[config.mk]
export PLATFORM = sky130hd
export DESIGN_NAME = rs_parity_enc
export DESIGN_NICKNAME = d
export VERILOG_FILES = /design/src/rtl/rs_enc_pkg.sv /design/src/rtl/rs_gf_cmul.sv /design/src/rtl/rs_parity_lfsr.sv /design/src/rtl/rs_enc_ctrl.sv /design/src/rtl/rs_parity_enc.sv
export SDC_FILE = /design/constraint.sdc
export NUM_CORES = 1
export LEC_CHECK = 0
export ABC_AREA = 1
export CAP_MARGIN = 20
export CORE_MARGIN = 3
export CORE_UTILIZATION = 25
export DETAILED_ROUTE_END_ITERATION = 7
export PLACE_DENSITY = 0.5
export SKIP_LAST_GASP = 1
export SYNTH_ARGS = -nofsm -noshare
export SYNTH_HDL_FRONTEND = slang
export SYNTH_SLANG_ARGS = --single-unit
[constraint.sdc]
create_clock -name clk_i -period 2 [get_ports clk_i]
set_clock_uncertainty 0.1 [all_clocks]
set_input_delay 0.3 -clock clk_i [delete_from_list [all_inputs] [get_ports clk_i]]
set_output_delay 0.3 -clock clk_i [all_outputs]
set_load 0.02 [all_outputs]
[src/rtl/rs_enc_pkg.sv]
package rs_enc_pkg;
  localparam int SYM_W = 8;
  localparam logic [SYM_W:0] GF_POLY = 9'h11D;

  typedef logic [SYM_W-1:0] sym_t;

  // multiply by alpha (x) modulo the field polynomial
  function automatic sym_t gf_xtime(sym_t a);
    sym_t s;
    s = {a[SYM_W-2:0], 1'b0};
    if (a[SYM_W-1]) s = s ^ GF_POLY[SYM_W-1:0];
    return s;
  endfunction

  function automatic sym_t gf_mul(sym_t a, sym_t b);
    sym_t p;
    p = '0;
    for (int i = SYM_W - 1; i >= 0; i--) begin
      p = gf_xtime(p);
      if (b[i]) p = p ^ a;
    end
    return p;
  endfunction

  function automatic sym_t gf_alpha_pow(int e);
    sym_t r;
    r = sym_t'(1);
    for (int n = 0; n < e; n++) r = gf_xtime(r);
    return r;
  endfunction

  // coefficient idx (x^idx) of prod_{i<npar} (x + alpha^i); npar <= 32
  function automatic sym_t gf_gen_coef(int npar, int idx);
    sym_t g [0:32];
    sym_t root;
    for (int j = 0; j <= 32; j++) g[j] = '0;
    g[0] = sym_t'(1);
    for (int i = 0; i < npar; i++) begin
      root = gf_alpha_pow(i);
      for (int j = i + 1; j >= 1; j--) g[j] = g[j-1] ^ gf_mul(g[j], root);
      g[0] = gf_mul(g[0], root);
    end
    return g[idx];
  endfunction
endpackage

[src/rtl/rs_gf_cmul.sv]
module rs_gf_cmul
  import rs_enc_pkg::*;
#(
  parameter sym_t COEF = 8'h01
) (
  input  sym_t a_i,
  output sym_t p_o
);
  sym_t terms [SYM_W];

  // column b of the constant matrix is COEF * alpha^b
  for (genvar b = 0; b < SYM_W; b++) begin : g_col
    localparam sym_t COL = gf_mul(gf_alpha_pow(b), COEF);
    assign terms[b] = a_i[b] ? COL : '0;
  end

  always_comb begin
    p_o = '0;
    for (int b = 0; b < SYM_W; b++) p_o = p_o ^ terms[b];
  end
endmodule

[src/rtl/rs_parity_lfsr.sv]
module rs_parity_lfsr
  import rs_enc_pkg::*;
#(
  parameter int NPAR = 6
) (
  input  logic clk_i,
  input  logic rst_ni,
  input  logic clr_i,    // with step_i: treat old state as zero
  input  logic step_i,   // absorb data_i
  input  logic shift_i,  // shift out, feedback forced to zero
  input  sym_t data_i,
  output sym_t top_o
);
  sym_t par_q [NPAR];
  sym_t base  [NPAR];
  sym_t prod  [NPAR];
  sym_t nxt   [NPAR];
  sym_t fb;

  always_comb begin
    for (int i = 0; i < NPAR; i++) base[i] = clr_i ? '0 : par_q[i];
    fb = step_i ? (data_i ^ base[NPAR-1]) : '0;
  end

  for (genvar i = 0; i < NPAR; i++) begin : g_tap
    rs_gf_cmul #(.COEF(gf_gen_coef(NPAR, i))) u_mul (
      .a_i(fb),
      .p_o(prod[i])
    );
    if (i == 0) begin : g_low
      assign nxt[i] = prod[i];
    end else begin : g_mid
      assign nxt[i] = base[i-1] ^ prod[i];
    end
  end

  always_ff @(posedge clk_i or negedge rst_ni) begin
    if (!rst_ni) begin
      for (int i = 0; i < NPAR; i++) par_q[i] <= '0;
    end else if (step_i || shift_i) begin
      for (int i = 0; i < NPAR; i++) par_q[i] <= nxt[i];
    end
  end

  assign top_o = par_q[NPAR-1];

  AST_SHIFT_FILLS_ZERO: assert property (@(posedge clk_i) disable iff (!rst_ni)
    shift_i |=> par_q[0] == '0);
  AST_STEP_SHIFT_EXCL: assert property (@(posedge clk_i) disable iff (!rst_ni)
    step_i |-> !shift_i);
  AST_HOLD_WHEN_IDLE: assert property (@(posedge clk_i) disable iff (!rst_ni)
    !(step_i || shift_i) |=> $stable(par_q[NPAR-1]));
endmodule

[src/rtl/rs_enc_ctrl.sv]
module rs_enc_ctrl #(
  parameter int NPAR  = 6,
  parameter int KMAX  = 249,
  parameter int CNT_W = 8
) (
  input  logic             clk_i,
  input  logic             rst_ni,
  input  logic             in_valid_i,
  input  logic             in_sob_i,
  input  logic [CNT_W-1:0] cfg_k_i,
  output logic             in_ready_o,
  output logic             step_o,
  output logic             clr_o,
  output logic             shift_o,
  output logic             par_last_o
);
  localparam int PW = (NPAR > 1) ? $clog2(NPAR) : 1;

  typedef enum logic [1:0] {ST_IDLE, ST_DATA, ST_PAR} st_e;

  st_e              state_q, state_d;
  logic [CNT_W-1:0] rem_q, rem_d;
  logic [PW-1:0]    pcnt_q, pcnt_d;
  logic [CNT_W-1:0] k_eff;
  logic             acc, start, cont;

  always_comb begin
    if (cfg_k_i == '0)                 k_eff = CNT_W'(1);
    else if (cfg_k_i > CNT_W'(KMAX))   k_eff = CNT_W'(KMAX);
    else                               k_eff = cfg_k_i;
  end

  assign in_ready_o = (state_q != ST_PAR);
  assign acc        = in_valid_i && in_ready_o;
  assign start      = acc && in_sob_i;
  assign cont       = acc && !in_sob_i && (state_q == ST_DATA);
  assign step_o     = start || cont;
  assign clr_o      = start;
  assign shift_o    = (state_q == ST_PAR);
  assign par_last_o = shift_o && (pcnt_q == PW'(NPAR - 1));

  always_comb begin
    state_d = state_q;
    rem_d   = rem_q;
    pcnt_d  = pcnt_q;
    if (start) begin
      if (k_eff == CNT_W'(1)) begin
        state_d = ST_PAR;
        pcnt_d  = '0;
      end else begin
        state_d = ST_DATA;
        rem_d   = k_eff - CNT_W'(1);
      end
    end else if (cont) begin
      if (rem_q == CNT_W'(1)) begin
        state_d = ST_PAR;
        pcnt_d  = '0;
      end
      rem_d = rem_q - CNT_W'(1);
    end else if (shift_o) begin
      pcnt_d = pcnt_q + PW'(1);
      if (par_last_o) state_d = ST_IDLE;
    end
  end

  always_ff @(posedge clk_i or negedge rst_ni) begin
    if (!rst_ni) begin
      state_q <= ST_IDLE;
      rem_q   <= '0;
      pcnt_q  <= '0;
    end else begin
      state_q <= state_d;
      rem_q   <= rem_d;
      pcnt_q  <= pcnt_d;
    end
  end

  AST_REM_RANGE: assert property (@(posedge clk_i) disable iff (!rst_ni)
    (state_q == ST_DATA) |-> (rem_q != '0 && rem_q < CNT_W'(KMAX)));
  AST_PCNT_RANGE: assert property (@(posedge clk_i) disable iff (!rst_ni)
    shift_o |-> (pcnt_q < PW'(NPAR)));
  AST_PAR_RUNS_ON: assert property (@(posedge clk_i) disable iff (!rst_ni)
    (shift_o && !par_last_o) |=> shift_o);
endmodule

[src/rtl/rs_parity_enc.sv]
module rs_parity_enc
  import rs_enc_pkg::*;
#(
  parameter  int NPAR  = 6,
  parameter  int KMAX  = 249,
  localparam int CNT_W = $clog2(KMAX + 1)
) (
  input  logic             clk_i,
  input  logic             rst_ni,
  input  logic             in_valid_i,
  output logic             in_ready_o,
  input  logic             in_sob_i,
  input  logic [SYM_W-1:0] in_data_i,
  input  logic [CNT_W-1:0] cfg_k_i,
  output logic             out_valid_o,
  output logic [SYM_W-1:0] out_data_o,
  output logic             out_last_o
);
  logic step, clr, shift, par_last;
  sym_t par_top;

  rs_enc_ctrl #(.NPAR(NPAR), .KMAX(KMAX), .CNT_W(CNT_W)) u_ctrl (
    .clk_i     (clk_i),
    .rst_ni    (rst_ni),
    .in_valid_i(in_valid_i),
    .in_sob_i  (in_sob_i),
    .cfg_k_i   (cfg_k_i),
    .in_ready_o(in_ready_o),
    .step_o    (step),
    .clr_o     (clr),
    .shift_o   (shift),
    .par_last_o(par_last)
  );

  rs_parity_lfsr #(.NPAR(NPAR)) u_lfsr (
    .clk_i  (clk_i),
    .rst_ni (rst_ni),
    .clr_i  (clr),
    .step_i (step),
    .shift_i(shift),
    .data_i (in_data_i),
    .top_o  (par_top)
  );

  always_ff @(posedge clk_i or negedge rst_ni) begin
    if (!rst_ni) begin
      out_valid_o <= 1'b0;
      out_data_o  <= '0;
      out_last_o  <= 1'b0;
    end else if (step) begin
      out_valid_o <= 1'b1;
      out_data_o  <= in_data_i;
      out_last_o  <= 1'b0;
    end else if (shift) begin
      out_valid_o <= 1'b1;
      out_data_o  <= par_top;
      out_last_o  <= par_last;
    end else begin
      out_valid_o <= 1'b0;
      out_last_o  <= 1'b0;
    end
  end

  AST_LAST_HAS_VALID: assert property (@(posedge clk_i) disable iff (!rst_ni)
    out_last_o |-> out_valid_o);
  AST_LAST_SINGLE: assert property (@(posedge clk_i) disable iff (!rst_ni)
    out_last_o |=> !out_last_o);
  AST_READY_BACK_AT_LAST: assert property (@(posedge clk_i) disable iff (!rst_ni)
    $rose(in_ready_o) |-> out_last_o);
  AST_PARITY_EMITTED: assert property (@(posedge clk_i) disable iff (!rst_ni)
    !in_ready_o |=> out_valid_o);
  AST_START_ECHO: assert property (@(posedge clk_i) disable iff (!rst_ni)
    (in_valid_i && in_ready_o && in_sob_i) |=>
      (out_valid_o && !out_last_o && out_data_o == $past(in_data_i)));
endmodule

==> Word-level counts from Yosys, hierarchy flattened <==
Index checks and enable logic that the tools add are counted.
{ "totals": {"reg_bits": 71, "inputBits": 20, "out_inout_bits": 11} }
{ "op_classes": {"n_addsub": 3, "n_lt_le_gt_ge": 1, "eq_ne": 9, "muxes": 77, "bitwise": 48, "n_reduce_logical": 16} }
{ "op_table": {"columns": ["op", "n"], "rows": [
  ["$mux 8", 35],
  ["$xor 8x8->8", 25],
  ["$xor 8x7->8", 12],
  ["$mux 7", 12],
  ["$mux 6", 8],
  ["$xor 8x6->8", 5],
  ["$xor 8x5->8", 3],
  ["$mux 3", 6],
  ["$eq 8x1->1 const B", 2],
  ["$sub 8x1->8 const B", 2],
  ["$mux 5", 3],
  ["$mux 2", 7],
  ["$gt 8x8->1 const B", 1],
  ["$logic_not 8->1", 1],
  ["$xor 8x2->8", 1],
  ["$xor 8x3->8", 1],
  ["$xor 8x4->8", 1],
  ["$ne 2x2->1 const B", 3],
  ["$reduce_and 3->1", 2],
  ["$reduce_bool 3->1", 2],
  ["$logic_and 1x1->1", 5],
  ["$mux 1", 5],
  ["$mux 4", 1],
  ["$reduce_bool 2->1", 2],
  ["other kinds (8)", 9]
]} }

==> Depth between registers and ports, before layout <==
Gate-level depths: netlist of run 1.
{ "depth": {"word_depth": 15, "ltp_mapped": 18, "mapped_depth_nobuf": 17} }

==> Cells and area by module <==
From an unflattened synthesis of run 1, not the netlist that was laid out.
{ "unflattened": {"hier_cells": 923, "area_unflattened_um2": 5863.1} }
{ "modules_own_cells": {"columns": ["module", "instances", "cells_per_inst", "area_each_um2"], "rows": [
  ["rs_parity_lfsr", 1, 416, 2797.7],
  ["rs_enc_ctrl", 1, 152, 1104.8],
  ["rs_gf_cmul (u_lfsr.g_tap[5].u_mul)", 1, 101, 471.7],
  ["rs_parity_enc", 1, 49, 441.7],
  ["rs_gf_cmul (u_lfsr.g_tap[1].u_mul)", 1, 51, 295.3],
  ["rs_gf_cmul (u_lfsr.g_tap[0].u_mul)", 1, 45, 236.5],
  ["rs_gf_cmul (u_lfsr.g_tap[2].u_mul)", 1, 59, 234.0],
  ["rs_gf_cmul (u_lfsr.g_tap[3].u_mul)", 1, 42, 221.5],
  ["rs_gf_cmul (u_lfsr.g_tap[4].u_mul)", 1, 8, 60.1]
]} }

==> Least setup slack after synthesis of run 1 <==
OpenSTA, ideal clock, no wires.
{ "synth_timing": {"kind": "flip-flop to flip-flop", "startpoint": "register u_ctrl.state_q[0]", "endpoint": "register u_lfsr.par_q[38] (netlist name)", "arrival_time_ns": 1.745, "slack_ns": 0.037, "stages_incl_launch_ff": 14, "n_path_buf": 1, "cell_sequence": "dfrtp_1 -> inv_2 -> nand2_4 -> nand2_4 -> buf_6 -> nand3_1 -> nand2_2 -> inv_2 -> nand2_2 -> nand2_2 -> xor2_2 -> or2_1 -> nand3_1 -> nand2_1"} }
{ "synth_via": {"elab_chain_len": 15, "word_cells_on_any_way": 26, "cone_classes": "eq/ne: 3; mux: 8; bitwise: 9; reduce/logical: 6"} }
{ "synth_rtl": {"columns": ["item", "line", "source"], "rows": [
  ["start, declared", "rs_enc_ctrl.sv:21", "st_e state_q, state_d;"],
  ["start signal, assigned", "rs_enc_ctrl.sv:72", "state_q <= state_d;"],
  ["$ne 2x2->1 (*)", "rs_enc_ctrl.sv:33", "assign in_ready_o = (state_q != ST_PAR);"],
  ["net in_ready_o", "rs_parity_enc.sv:11", "output logic in_ready_o,"],
  ["$logic_and 1x1->1 (*)", "rs_enc_ctrl.sv:34", "assign acc = in_valid_i && in_ready_o;"],
  ["$logic_and 1x1->1, on equally long branches", "rs_enc_ctrl.sv:35, rs_enc_ctrl.sv:36", null],
  ["$mux 8 or $logic_and 1x1->1 (tied branches)", "rs_parity_lfsr.sv:21, rs_enc_ctrl.sv:36", null],
  ["$xor 8x8->8 or $logic_or 1x1->1 (tied branches)", "rs_parity_lfsr.sv:22, rs_enc_ctrl.sv:37", null],
  ["$mux 8", "rs_parity_lfsr.sv:22", "fb = step_i ? (data_i ^ base[NPAR-1]) : '0;"],
  ["$mux 8", "rs_gf_cmul.sv:14", "assign terms[b] = a_i[b] ? COL : '0;"],
  ["$xor 8x8->8 (2 in a row)", "rs_gf_cmul.sv:19", "for (int b = 0; b < SYM_W; b++) p_o = p_o ^ terms[b];"],
  ["$xor 8x7->8", "rs_gf_cmul.sv:19", null],
  ["$xor 8x8->8", "rs_gf_cmul.sv:19", null],
  ["$xor 8x6->8", "rs_gf_cmul.sv:19", null],
  ["$xor 8x7->8", "rs_gf_cmul.sv:19", null],
  ["$xor 8x8->8", "rs_gf_cmul.sv:19", null],
  ["$xor 8x8->8", "rs_parity_lfsr.sv:33", "assign nxt[i] = base[i-1] ^ prod[i];"],
  ["end, declared", "rs_parity_lfsr.sv:14", "sym_t par_q [NPAR];"]
]} }
Mark *: on every way through the listed nets, which the timed path passes. The rest lies on a longest branch.
A chain may end at the register's enable or synchronous reset.

==> Worst setup path after layout of run 1 <==
{ "layout_timing": {"startpoint": "register u_ctrl.state_q[1]", "endpoint": "register u_lfsr.par_q, in the netlist u_lfsr.top_o[0]"} }
{ "layout_via": {"elab_chain_len": 15, "word_cells_on_any_way": 26, "cone_classes": "eq/ne: 3; mux: 8; bitwise: 9; reduce/logical: 6"} }
{ "layout_rtl": {"columns": ["item", "line"], "rows": [
  ["$ne 2x2->1", "rs_enc_ctrl.sv:33"],
  ["$logic_and 1x1->1", "rs_enc_ctrl.sv:34"],
  ["$logic_and 1x1->1, on equally long branches", "rs_enc_ctrl.sv:35, rs_enc_ctrl.sv:36"],
  ["$mux 8 or $logic_and 1x1->1 (tied branches)", "rs_parity_lfsr.sv:21, rs_enc_ctrl.sv:36"],
  ["$xor 8x8->8 or $logic_or 1x1->1 (tied branches)", "rs_parity_lfsr.sv:22, rs_enc_ctrl.sv:37"],
  ["$mux 8", "rs_parity_lfsr.sv:22"],
  ["$mux 6", "rs_gf_cmul.sv:14"],
  ["$xor 8x7->8", "rs_gf_cmul.sv:19"],
  ["$xor 8x8->8 (4 in a row)", "rs_gf_cmul.sv:19"],
  ["$xor 8x7->8", "rs_gf_cmul.sv:19"],
  ["$xor 8x8->8", "rs_gf_cmul.sv:19"],
  ["$xor 8x8->8", "rs_parity_lfsr.sv:33"]
]} }
Parallel ways exist; a longest one is shown, timed or not.

==> reports/qor.yml, run 1 <==
placed_design:
  routabilityCongestion: 0.826
  portBuffers: 30
  place_area_um2: 6190
  place_inst: 1022
  dp_hpwl_um: 10300
synth:
  yosys.cell_types.count: 43
  ys_top_cells_by_area: "dfrtp_1, nand2_1, nand3_1, xor2_1, o21ai_0"
  yosysSeqAreaShare_pct: 36.6
  synthCells: 656
  postSynthAreaPerCell_um2: 7.39
  syn_nets: 682
  syn_area_um2: 4850
  yosysTopAreaCellShare_pct: 36.6
  ys_warn_count: 0
  yosys.area.top_type: "dfrtp_1"
  ys_ff_latch: 71
sta:
  hold_violations: 0
  max_freq_mhz: 474
  slew_headroom_pct: 79.3
  rsz0062_at_grt: "yes"
  setup_ws_ns: -0.110
  fin_crit_sh_pct: 106
  min_period_ns: 2.11
  finalMaxSlewViolations: 0
  worstMarginPinSlew_ns: 0.310
  finalSetupViolations: 24
drt:
  viasPerCell: 4.48
  vias: 4774
  wl_per_cell_um: 13.9
  dr.pass1.iters: 4
  route.detailed.drc: 0
  wl_um: 14800
  antenna_left: 0
  first_iter_violations: 183
global_route:
  grt_max_degree: 35
  antenna_found_initial: 0
  grt_pass1_wl_um: 24000
  overflow: 0
  grt_use_total_pct: 14.0
  grt_pass1_vias: 4723
final_layout:
  drive_gt1_share_pct: 36.6
  area_growth_pct: 56.6
  diodes: 0
  fillers: 1927
  design_area_um2: 7590
  fin_util_pct: 40.2
  fin_cells: 1066
  final_nets: 829
setup_path:
  timing.rr.end: "u_lfsr.top_o[0]"
  r2r_cells: 13
  crit_type: "flip-flop to flip-flop"
  rrSetupSlack_ns: -0.11
  worst_setup_path_end_kind: "flip-flop"
  crit_path_start_kind: "flip-flop"
  crit_arrival_ns: 2.24
  required_ns: 2.13
  cp_max_fo: 8
  r2r_start: "u_ctrl.state_q[1]"
outcome:
  status: "finished with violations"
  violations: "negative setup slack"
die:
  die_area_um2: 21100
  start_util_pct: 25.7
  core_area_um2: 18900
  ioPinCount: 31
  fp.dieW_um: 145
  dieHeight_um: 145
  rows: 50
cts:
  cts_sinks: 71
  clock_path_buffers: 2
  path_clk_slew_ns: 0.06
  root_buffer: "clkbuf_16"
  cts_buffers: 9
  clk_latency_ns: 0.34
  cts_tree: "built"
  h-tree-depth: 3
power:
  power_leakage_nw: 3.58
  ir_drop_uv: 618
  power.density_nw_per_um2: 1430
  power.total_mw: 10.9
job:
  drv_cap: 0
worst_hold_path:
  hold_class: "primary input to async pin"
## cell families (layout without fill, tap and decap cells)
kind of cell,count (synthesis),in the layout,share of synthesized area (%)
and+or+nand+nor,357,357,34.1
AOI/OAI and AO/OA,86,86,10.6
buffers and inverters,84,234,7.61
DFF,71,71,36.6
xor gates and xnor gates,52,52,9.55
adders and majority gates,6,6,1.55
## layer usage
layer  wire length (um)  track usage, %  part of all wire [%]  vias to the layer above
met5                  0               0                     0                        -
met4                301            5.03                   2.0                        0
met3                470            3.03                   3.2                       20
met2               7080            22.0                    48                       63
met1               6980            18.8                    47                     2268
li1                   -               -                     -                     2423
## Yosys cell counts, drive strengths merged
cell type and n:
clkbuf 13, nand3 81, clkinv 1, xnor2 18, o22ai 1, a31oi 4
a211oi 1, buf 11, a22oi 5, inv 59, nor2 41, a22o 1
dfrtp 71, a21boi 1, a21oi 5, a21o 1, o311ai 1, nand2 213
o21ai 62, nand4 3, nor3 3, o221ai 3, o31ai 1, nand3b 9
or2 7, ha 6, xor2 34
## area by class of cell
type | instances | area [um2] | area share, %
inverters | 60 | 239 | 3.15
well taps | 260 | 325 | 4.28
clock buffers | 13 | 260 | 3.43
clock inverters | 1 | 5.00 | 0.0659
multi-input cells | 501 | 3450 | 45.5
flip-flops and latches | 71 | 1780 | 23.4
repair buffers | 160 | 1530 | 20.2
## worst max-delay path by stage
stage	endpoint	startpoint	depth (start not counted)
2_1_floorplan	u_lfsr.par_q[38]	u_ctrl.state_q[0]	13
3_3_place_gp	u_ctrl.rem_q[2]	cfg_k_i[5]	11
3_5_place_dp	u_ctrl.rem_q[2]	cfg_k_i[5]	11
4_1_cts	u_lfsr.top_o[4]	u_ctrl.state_q[1]	14
5_1_grt	u_lfsr.top_o[0]	u_ctrl.state_q[1]	13
6_report	u_lfsr.top_o[0]	u_ctrl.state_q[1]	13
## power breakdown
part	internal, mW	total [mW]	switching (mW)
Sequential	2.14	2.60	0.464
Combinational	3.07	6.79	3.72
Clock	0.892	1.49	0.595
## registers in the layout (all words and copies together) (netlist names)
register,flops
u_lfsr.par_q,40
out_data_o,8
u_ctrl.rem_q,8
u_lfsr.top_o,8
u_ctrl.pcnt_q,3
u_ctrl.state_q,2
out_last_o,1
out_valid_o,1
## placed cells by master (no fill, tap or decap), types with 3 or more instances in the layout
master / count
a22oi_1: 5
nand2_8: 7
buf_4: 101
nand3_4: 13
buf_6: 13
dlygate4sd2_1: 7
nor2_4: 4
inv_1: 44
o21ai_4: 12
dfrtp_1: 70
or2_1: 6
nor2_2: 4
nand4_1: 3
a31oi_1: 4
buf_12: 13
ha_1: 6
nand2_4: 20
nand3_1: 46
nor2_1: 33
dlymetal6s2s_1: 3
nand3b_1: 9
xor2_1: 29
clkbuf_16: 9
inv_4: 3
xnor2_1: 10
inv_2: 11
nand3_2: 22
nand2_2: 34
xor2_2: 4
xnor2_2: 8
o221ai_1: 3
nand2_1: 152
a21oi_1: 5
o21ai_0: 28
o21ai_2: 5
o21ai_1: 17
clkdlybuf4s50_1: 19
## timing repair
item	4_1_cts	5_1_grt
resized for setup	102	115
cloned	2	0
buffers inserted	12	16
hold buffers	1	0
endpoints found under the hold margin	14	0
endpoints found under the setup margin	47	64
pin swaps	27	53
## critical path, stage by stage (launching register included)
cell and delay (ns):
dfrtp_2 0.44, nand2_4 0.10, nand2_8 0.09, buf_12 0.16
nand2_2 0.06, nand2_2 0.06, nand2_4 0.12, nand2_4 0.10
buf_6 0.14, o21ai_4 0.14, xor2_1 0.23, a21oi_1 0.12
o21ai_2 0.07, nand2_1 0.06
## per-stage QoR
stage	TNS, ns	hold WS [ns]	worst slack (ns)
floorplan	0	-0.0956	0.0375
global placement	-24.37	0.0914	-0.566
detailed placement	-24.88	0.0907	-0.551
CTS	-1.01	0.274	-0.0848
global route	-5.70	0.301	-0.258
finish	-1.27	0.273	-0.110
(Power assumes the default switching activity.)
==> inputs of run 2 (changes only) <==
--- a/config.mk
+++ b/config.mk
@@ -7,7 +7,6 @@
 export LEC_CHECK = 0
 export ABC_AREA = 1
 export CAP_MARGIN = 20
-export CORE_MARGIN = 3
 export CORE_UTILIZATION = 25
 export DETAILED_ROUTE_END_ITERATION = 7
 export PLACE_DENSITY = 0.5
==> reports/qor.yml, run 2 (synthesis gave the netlist of run 1 again) <==
global_route:
  grt_pass1_wl_um: 23200  # was 24,000 um
  overflow: 0  # unchanged
  grt_use_total_pct: 15.1  # was 14.0%
  grt_pass1_vias: 4454  # was 4,723
  grt_max_degree: 30  # was 35
  antenna_found_initial: 0  # unchanged
die:
  core_area_um2: 18800  # was 18,900 um2
  ioPinCount: 31  # unchanged
  rows: 50  # unchanged
  dieHeight_um: 141  # was 145 um
  fp.dieW_um: 141  # was 145 um
  start_util_pct: 25.7  # about the same
  die_area_um2: 20000  # was 21,100 um2
power:
  swShare_pct: 43.0  # was 44.0%
  p_sw_mw: 4.73  # was 4.78 mW
  seq_power_share_pct: 23.3  # was 23.9%
  p_int_mw: 6.29  # was 6.10 mW
  power.density_nw_per_um2: 1470  # was 1430 nW/um2
  comb_power_share_pct: 61.0  # was 62.4%
  power_leakage_nw: 3.58  # about the same
  clock_power_share_pct: 15.7  # was 13.7%
  ir_drop_uv: 528  # was 618 uV
sta:
  finalSetupViolations: 33  # was 24
  fin_crit_sh_pct: 107  # was 106%
  slew_headroom_pct: 72.9  # was 79.3%
  worstMarginPinSlew_ns: 0.407  # was 0.310 ns
  finalMaxSlewViolations: 0  # unchanged
  rsz0062_at_grt: "yes"  # unchanged
  setup_ws_ns: -0.142  # was -0.110 ns
  max_freq_mhz: 467  # was 474 MHz
  hold_violations: 0  # unchanged
  min_period_ns: 2.14  # was 2.11 ns
final_layout:
  area_growth_pct: 54.7  # was 56.6%
  final_common_cell: "nand2_1"  # unchanged
  diodes: 0  # unchanged
  regMostFlops: "u_lfsr.par_q"  # unchanged
  final_nets: 832  # was 829
  drive_gt1_share_pct: 34.9  # was 36.6%
  mostFrequentLayoutCells: "nand2_1, buf_4, dfrtp_1"  # unchanged
  fin_cells: 1071  # was 1,066
  fillers: 1880  # was 1,927
  largest_reg_flops: 40  # unchanged
cts:
  h-tree-depth: 3  # unchanged
  cts_buffers: 9  # unchanged
  clk_latency_ns: 0.36  # was 0.34 ns
  clock_path_buffers: 2  # unchanged
  cts_sinks: 71  # unchanged
  cts_tree: "built"  # unchanged
  path_clk_slew_ns: 0.06  # about the same
  root_buffer: "clkbuf_16"  # unchanged
setup_path:
  worst_setup_path_end_kind: "flip-flop"  # unchanged
  crit_path_start_kind: "flip-flop"  # unchanged
  rrSetupSlack_ns: -0.14  # was -0.11 ns
  required_ns: 2.14  # was 2.13 ns
  crit_arrival_ns: 2.29  # was 2.24 ns
  crit_type: "flip-flop to flip-flop"  # unchanged
  cp_max_fo: 7  # was 8
placed_design:
  portBuffers: 30  # unchanged
  place_inst: 1026  # was 1,022
  place_ws_ns: -0.637  # was -0.551 ns
  routabilityCongestion: 0.920  # was 0.826
  dp_hpwl_um: 10400  # was 10,300 um
drt:
  viasPerCell: 4.37  # was 4.48
  route.detailed.drc: 0  # unchanged
  wl_per_cell_um: 13.7  # was 13.9 um
  vias: 4682  # was 4,774
  wl_um: 14700  # was 14,800 um
  dr.pass1.iters: 4  # unchanged
  first_iter_violations: 226  # was 183
  antenna_left: 0  # unchanged
outcome:
  status: "finished with violations"  # unchanged
  violations: "negative setup slack"  # unchanged
worst_hold_path:
  hold_class: "primary input to async pin"  # unchanged
job:
  drv_cap: 0  # unchanged
[run 2: changes by cell type in the layout (fill, tap and decap cells not counted), moves of 5 or more]
cell     delta
nand2_8     -5
nand3_2     -8
buf_6      +10
o21ai_1     +6
nand3_1    +12
xor2_2      +8
xor2_1      -8
nand2_1     +9
o21ai_0     -5
[run 2: stage by stage]
step / hold WS (ns) / TNS (ns) / instance area [um2] / utilization [%] / power [mW]
finish: 0.317 / -1.79 / 7500 / 39.8 / 11.0
global route: 0.357 / -5.67 / 7500 / 39.8 / 11.9
CTS: 0.328 / -1.72 / 6800 / 36.1 / 10.1
detailed placement: 0.160 / -25.88 / 6180 / 32.8 / 7.95
global placement: 0.161 / -26.37 / 6180 / 32.8 / 7.95
floorplan: -0.0956 / 0 / 4850 / - / 5.98
[run 2: worst paths after layout]
check / start / endpoint / cells after the start
max in group asynchronous: rst_ni / u_lfsr.par_q[34] / 3
hold / removal: rst_ni / u_ctrl.state_q[1] / 2
min in group clk_i: u_lfsr.par_q[44] / u_lfsr.par_q[44] / 2
setup / recovery: u_ctrl.state_q[1] / u_lfsr.top_o[7] / 12
setup reg to reg: u_ctrl.state_q[1] / u_lfsr.top_o[7] / 12
hold reg to reg: u_lfsr.par_q[44] / u_lfsr.par_q[44] / 2
[run 2: what timing repair did]
action                     in CTS  in global routing
pin swaps                      15                 64
buffers inserted               11                 17
hold buffers                    1                  0
setup endpoints to repair      46                 66
cloned                          1                  2
hold endpoints to repair       26                  0
gates resized for setup        48                137
[run 2: final cells by class]
cell class / count / area [um2] / area share, %
inverter: 60 / 230 / 3.07
clock buffer: 12 / 267 / 3.55
timing repair buffer: 162 / 1530 / 20.5
clock inverter: 4 / 51.3 / 0.684
multi-input combinational: 502 / 3320 / 44.2
sequential: 71 / 1780 / 23.7
tap: 260 / 325 / 4.34
[run 2: worst max-delay path: stages (launching register included)]
cell and delay, ns:
dfrtp_1 0.43, nor2_2 0.14, nand3_2 0.13, nand2_4 0.13, buf_12 0.15, nand3_4 0.13, buf_4 0.18, nand2_2 0.08
o21ai_4 0.07, xor2_1 0.16, or2_1 0.22, nand3_1 0.07, nand2_1 0.05
[run 2: power by group through the flow]
stage / registers [mW] / clock network [mW] / logic [mW]
global placement: 2.56 / 0 / 5.39
CTS: 2.55 / 1.77 / 5.77
finish: 2.57 / 1.73 / 6.73
detailed placement: 2.56 / 0 / 5.39
floorplan: 2.58 / 0 / 3.39
global route: 2.65 / 1.83 / 7.43
[run 2: per-layer routing]
metal | vias up | track usage [%] | part of all wire [%]
met2 | 69 | 23.5 | 46
li1 | 2415 | - | -
met1 | 2178 | 20.4 | 48
met4 | 0 | 5.49 | 1.8
met5 | - | 0 | 0
met3 | 20 | 3.44 | 4.1
